File: config.mk
export PLATFORM = sky130hd
export DESIGN_NAME = mesi_snoop_ctrl
export DESIGN_NICKNAME = d
export VERILOG_FILES = /design/src/rtl/mesi_coh_pkg.sv /design/src/rtl/mesi_local_fsm.sv /design/src/rtl/mesi_snoop_fsm.sv /design/src/rtl/mesi_line_array.sv /design/src/rtl/mesi_snoop_ctrl.sv
export SDC_FILE = /design/constraint.sdc
export NUM_CORES = 1
export LEC_CHECK = 0
export ABC_AREA = 1
export BUFFER_PORTS_ARGS = -buffer_cell sky130_fd_sc_hd__buf_2
export CORE_MARGIN = 2
export CORE_UTILIZATION = 40
export CTS_CLUSTER_SIZE = 20
export DETAILED_ROUTE_END_ITERATION = 10
export SLEW_MARGIN = 25
export SYNTH_ARGS = -nofsm -noshare
export SYNTH_HDL_FRONTEND = slang
export SYNTH_SLANG_ARGS = --single-unit
File: constraint.sdc
create_clock -name clk -period 1.8 [get_ports clk]
set_input_delay 0.36 -clock clk [delete_from_list [all_inputs] [get_ports clk]]
set_output_delay 0.36 -clock clk [all_outputs]
set_load 0.01 [all_outputs]
File: src/rtl/mesi_coh_pkg.sv
package mesi_coh_pkg;

  typedef enum logic [1:0] {
    ST_I = 2'd0,
    ST_S = 2'd1,
    ST_E = 2'd2,
    ST_M = 2'd3
  } line_st_t;

  typedef enum logic [1:0] {
    LOP_RD  = 2'd0,
    LOP_WR  = 2'd1,
    LOP_EV  = 2'd2,
    LOP_NOP = 2'd3
  } loc_op_t;

  typedef enum logic [1:0] {
    SN_RD  = 2'd0,
    SN_WR  = 2'd1,
    SN_UPG = 2'd2,
    SN_NOP = 2'd3
  } snp_op_t;

  typedef enum logic [1:0] {
    BC_RD  = 2'd0,
    BC_WR  = 2'd1,
    BC_UPG = 2'd2,
    BC_RSV = 2'd3
  } bus_op_t;

  // Outcome of one coherence event on one line
  typedef struct packed {
    line_st_t nxt;
    logic     bus_go;
    bus_op_t  bus_op;
    logic     wb;
    logic     shr;
    logic     dty;
    logic     err;
  } coh_act_t;

endpackage

File: src/rtl/mesi_local_fsm.sv
module mesi_local_fsm
  import mesi_coh_pkg::*;
(
  input  line_st_t cur,
  input  loc_op_t  op,
  input  logic     shared_in,
  output coh_act_t act
);

  always_comb begin
    act        = '0;
    act.nxt    = cur;
    act.bus_op = BC_RD;
    unique case (op)
      LOP_RD: begin
        if (cur == ST_I) begin
          act.bus_go = 1'b1;
          act.bus_op = BC_RD;
          act.nxt    = shared_in ? ST_S : ST_E;
        end
      end
      LOP_WR: begin
        unique case (cur)
          ST_I: begin
            act.bus_go = 1'b1;
            act.bus_op = BC_WR;
            act.nxt    = ST_M;
          end
          ST_S: begin
            act.bus_go = 1'b1;
            act.bus_op = BC_UPG;
            act.nxt    = ST_M;
          end
          ST_E: act.nxt = ST_M;
          default: act.nxt = cur;
        endcase
      end
      LOP_EV: begin
        act.wb  = (cur == ST_M);
        act.nxt = ST_I;
      end
      default: act.nxt = cur;
    endcase
  end

endmodule

File: src/rtl/mesi_snoop_fsm.sv
module mesi_snoop_fsm
  import mesi_coh_pkg::*;
(
  input  line_st_t cur,
  input  snp_op_t  op,
  output coh_act_t act
);

  always_comb begin
    act        = '0;
    act.nxt    = cur;
    act.bus_op = BC_RD;
    unique case (op)
      SN_RD: begin
        unique case (cur)
          ST_S: act.shr = 1'b1;
          ST_E: begin
            act.shr = 1'b1;
            act.nxt = ST_S;
          end
          ST_M: begin
            act.wb  = 1'b1;
            act.dty = 1'b1;
            act.nxt = ST_S;
          end
          default: act.nxt = cur;
        endcase
      end
      SN_WR: begin
        unique case (cur)
          ST_S, ST_E: act.nxt = ST_I;
          ST_M: begin
            act.wb  = 1'b1;
            act.dty = 1'b1;
            act.nxt = ST_I;
          end
          default: act.nxt = cur;
        endcase
      end
      SN_UPG: begin
        unique case (cur)
          ST_S:       act.nxt = ST_I;
          ST_E, ST_M: act.err = 1'b1;
          default:    act.nxt = cur;
        endcase
      end
      default: act.nxt = cur;
    endcase
  end

endmodule

File: src/rtl/mesi_line_array.sv
module mesi_line_array
  import mesi_coh_pkg::*;
#(
  parameter int NUM_LINES = 4,
  parameter int IDX_W     = 2
) (
  input  logic             clk,
  input  logic             rst_n,
  input  logic             we,
  input  logic [IDX_W-1:0] widx,
  input  line_st_t         wst,
  input  logic [IDX_W-1:0] ridx_a,
  output line_st_t         rst_a,
  input  logic [IDX_W-1:0] ridx_b,
  output line_st_t         rst_b
);

  line_st_t st_q [NUM_LINES];

  for (genvar g = 0; g < NUM_LINES; g++) begin : g_line
    always_ff @(posedge clk) begin
      if (!rst_n)                                  st_q[g] <= ST_I;
      else if (we && (widx == IDX_W'(g)))          st_q[g] <= wst;
    end
  end

  assign rst_a = st_q[ridx_a];
  assign rst_b = st_q[ridx_b];

endmodule

File: src/rtl/mesi_snoop_ctrl.sv
module mesi_snoop_ctrl
  import mesi_coh_pkg::*;
#(
  parameter int NUM_LINES = 4,
  parameter int IDX_W     = $clog2(NUM_LINES)
) (
  input  logic             clk,
  input  logic             rst_n,
  input  logic             req_valid,
  output logic             req_ready,
  input  logic [1:0]       req_op,
  input  logic [IDX_W-1:0] req_idx,
  input  logic             req_shared,
  input  logic             snp_valid,
  input  logic [1:0]       snp_cmd,
  input  logic [IDX_W-1:0] snp_idx,
  output logic             bus_valid,
  output logic [1:0]       bus_cmd,
  output logic [IDX_W-1:0] bus_idx,
  output logic             resp_shared,
  output logic             resp_dirty,
  output logic             wb_valid,
  output logic [IDX_W-1:0] wb_idx,
  output logic             err_illegal,
  input  logic [IDX_W-1:0] look_idx,
  output logic [1:0]       look_state
);

  logic             req_fire;
  logic [IDX_W-1:0] ev_idx;
  line_st_t         ev_st;
  line_st_t         lk_st;
  coh_act_t         loc_act;
  coh_act_t         snp_act;
  coh_act_t         sel_act;
  logic             ev_we;

  // Snoops cannot wait, so they own the line array in their cycle
  assign req_ready = !snp_valid;
  assign req_fire  = req_valid && req_ready;
  assign ev_idx    = snp_valid ? snp_idx : req_idx;
  assign ev_we     = snp_valid || req_fire;

  mesi_line_array #(
    .NUM_LINES(NUM_LINES),
    .IDX_W    (IDX_W)
  ) u_lines (
    .clk   (clk),
    .rst_n (rst_n),
    .we    (ev_we),
    .widx  (ev_idx),
    .wst   (sel_act.nxt),
    .ridx_a(ev_idx),
    .rst_a (ev_st),
    .ridx_b(look_idx),
    .rst_b (lk_st)
  );

  mesi_local_fsm u_local (
    .cur      (ev_st),
    .op       (loc_op_t'(req_op)),
    .shared_in(req_shared),
    .act      (loc_act)
  );

  mesi_snoop_fsm u_snoop (
    .cur(ev_st),
    .op (snp_op_t'(snp_cmd)),
    .act(snp_act)
  );

  always_comb begin
    if (snp_valid)     sel_act = snp_act;
    else if (req_fire) sel_act = loc_act;
    else begin
      sel_act     = '0;
      sel_act.nxt = ev_st;
    end
  end

  always_ff @(posedge clk) begin
    if (!rst_n) begin
      bus_valid   <= 1'b0;
      bus_cmd     <= 2'd0;
      bus_idx     <= '0;
      resp_shared <= 1'b0;
      resp_dirty  <= 1'b0;
      wb_valid    <= 1'b0;
      wb_idx      <= '0;
      err_illegal <= 1'b0;
    end else begin
      bus_valid   <= !snp_valid && req_fire && loc_act.bus_go;
      bus_cmd     <= sel_act.bus_op;
      bus_idx     <= ev_idx;
      resp_shared <= snp_valid && snp_act.shr;
      resp_dirty  <= snp_valid && snp_act.dty;
      wb_valid    <= ev_we && sel_act.wb;
      wb_idx      <= ev_idx;
      err_illegal <= snp_valid && snp_act.err;
    end
  end

  assign look_state = lk_st;

  // A snoop cycle never launches a bus command of our own
  p_snoop_blocks_bus_r11: assert property (@(posedge clk) disable iff (!rst_n)
    snp_valid |=> !bus_valid);

  // Errors come only from a snooped upgrade
  p_err_from_upgrade_r10: assert property (@(posedge clk) disable iff (!rst_n)
    err_illegal |-> ($past(snp_valid) && $past(snp_cmd) == 2'd2));

  // Dirty response always goes with a writeback
  p_dirty_with_wb_r8: assert property (@(posedge clk) disable iff (!rst_n)
    resp_dirty |-> wb_valid);

  // Shared and dirty responses are exclusive
  p_resp_exclusive_r8: assert property (@(posedge clk) disable iff (!rst_n)
    !(resp_shared && resp_dirty));

  // An upgrade on the bus results only from a local write
  p_upgrade_from_write_r4: assert property (@(posedge clk) disable iff (!rst_n)
    (bus_valid && bus_cmd == 2'd2) |-> ($past(req_op) == 2'd1));

endmodule

==> qor.yml <==
grt:
  grt_pass1_vias: 914
  grt_pass1_wl_um: 3750
  gr-total-overflow: 0
  grt_usage: 0.176
  grt_max_degree: 12
  grt_antenna_before_repair: 0
detailed_routing:
  drt_first_pass_iters: 4
  drt_iter0_markers: 26
  ant_nets: 0
  vias: 973
  routed_wl_um: 2340
  drcViolationCount: 0
  routed_via_density: 4.84
  wl_per_cell_um: 11.6
worst_setup_path:
  path_delay_family: "simple AND/OR/NAND/NOR gates"
  max_stage_delay_ns: 0.22
  cp_common_cell: "nand2_1"
  startpoint_type: "input port"
  required_ns: 1.86
  path_buf_inv: 1
  critPathSlowestCell: "buf_2"
  path_max_fanout: 7
  cp-end-kind: "flip-flop"
  cp_cell_sequence: "buf_2 -> nor2_1 -> nor2_4 -> nand3_2 -> nand2_4 -> nand2_4 -> nand2_2 -> nand2_1 -> nand2_1 -> nand2_1 -> nor2_2 -> nor2_1"
  cp.arrival_ns: 1.62
  crit_type: "input port to flip-flop"
yosys:
  syn_avg_cell_area_sq_um: 7.61
  synth_edf_count: 8
  ys_seq_elements: 17
  synth_area_sq_um: 1040
  yosys.area.top_type: "edfxtp_1"
  synth.most_common_cell: "nor2_1"
  yosysTopAreaCellShare: 0.230
  ys_seq_area_frac: 0.403
  synth_common_cells: "28 x nor2_1, 24 x nand2_1, 16 x inv_1, 12 x nand3_1, 9 x dfxtp_1"
  synth.net_count: 152
  yosys_warnings: 0
  synth_flop_cell: "dfxtp_1"
  async_reset_ff_frac: 0
  postSynthCellCount: 137
  synth.distinct_cells: 26
  synth.area.top_cells: "edfxtp_1 23%, dfxtp_1 17%, nor2_1 10%"
clock_network:
  cts-resized-gates: 0
  cts_max_level: 1
  cts_tree: "built"
  clkTransAtPathRegs_ns: 0.11
  clk_latency_ns: 0.30
  postCtsHoldBufs: 0
  cts_buffers: 3
  cts_buffer_depth: 2
  postCtsSetupBuffers: 0
  cts-root-buf: "clkbuf_4"
  cts_sinks: 17
flow_run:
  maxCapViolCount: 0
cells_and_area:
  area_growth_pct: 21.1
  final_area_sq_um: 1260
  layout.nets: 187
  drive_gt1_frac: 0.327
  nFillCells: 249
  diodes: 0
floorplan:
  die_w_um: 55.0
  pin_count: 29
  start_util: 0.421
  coreArea_sq_um: 2480
  die_area_sq_um: 3030
  rows: 18
  die_h_um: 55.0
timing:
  hold_ws_ns: 0.216
  slew_headroom: 0.849
  min_period_ns: 1.56
  rsz0062_at_grt: "no"
  fin_crit_sh: 0.864
  worst_pin_slew_ns: 0.227
  fin_skew_ns: 0.00926
  hold_viol: 0
  setup_viol: 0
  clock.fmax_mhz: 643
  report.final.slew_viol_count: 0
place:
  gp_congestion: 0.880
  place.port_buffers: 28
  place_area_sq_um: 1230
  dp_hpwl_um: 1860
power_and_ir_drop:
  power_w: 0.000890
  ir_drop_mv: 0.410
  leakage_nw: 0.633
  power_density_nw_per_um2: 705
outcome:
  outcome: "finished, final reports clean"
min_path:
  holdCritPathClass: "input port to flip-flop"
## final cells by class
type / instances / area, sq um / area share
flip-flops and latches: 17 / 420 / 0.333
repair buffers: 34 / 185 / 0.147
clock inverters: 1 / 5.00 / 0.00396
inverters: 18 / 72.6 / 0.0575
well taps: 30 / 37.5 / 0.0297
clock buffers: 3 / 22.5 / 0.0178
multi-input cells: 98 / 519 / 0.411
## metrics by stage
step	setup TNS (ns)	std cells	utilization	setup WS, ns
4_1_cts	0	201	0.510	0.228
6_report	0	201	0.510	0.244
3_5_place_dp	-0.303	197	0.498	-0.0858
5_1_grt	0	201	0.510	0.132
2_1_floorplan	0	137	-	0.158
3_3_place_gp	-0.231	197	0.498	-0.0589
## registers in the layout (all words and copies together), names as in the netlist
name / count
resp_shared: 1
wb_idx: 2
u_lines.st_q: 8
bus_valid: 1
err_illegal: 1
bus_cmd: 2
wb_valid: 1
resp_dirty: 1
## cells in the final DEF (no fill, tap or decap), drive strengths merged
cell and count:
nand4 1, nor3 3, nand3b 1, a21oi 1
a22oi 1, clkinv 1, o21ai 7, edfxtp 8
dfxtp 9, buf 34, nand3 16, clkbuf 3
nand2 33, inv 18, nor4 3, nor2 30
o22ai 2
## final timing paths
path | start | endpoint | slack, ns | cells past startpoint
max | snp_valid | u_lines.st_q[2][0] | 0.24 | 12
min | req_op[1] | bus_valid | 0.22 | 2
max reg2reg | u_lines.st_q[0][0] | u_lines.st_q[2][0] | 0.26 | 10
min reg2reg | u_lines.st_q[1][1] | bus_valid | 0.77 | 5
## per-layer routing
layer	track usage	vias to the layer above	routed length (um)
met3	0.0269	5	106
met5	0	-	0
met2	0.308	28	1110
met4	0.0772	0	46
li1	-	510	-
met1	0.213	430	1080
## logic make-up after synthesis
group	after synthesis	share of synthesized area
simple gates	87	0.437
compound gates	11	0.0612
flops	17	0.403
buf+inv	22	0.0984
## where the power goes
| group | internal, W | leakage [nW] | switching, W |
|---|---|---|---|
| logic | 0.0000910 | 0.457 | 0.000151 |
| clock network | 0.0000830 | 0.0177 | 0.000129 |
| registers | 0.000426 | 0.158 | 0.0000108 |
| total | 0.000600 | 0.633 | 0.000291 |
Note: power is estimated with default switching activity, not from simulation.
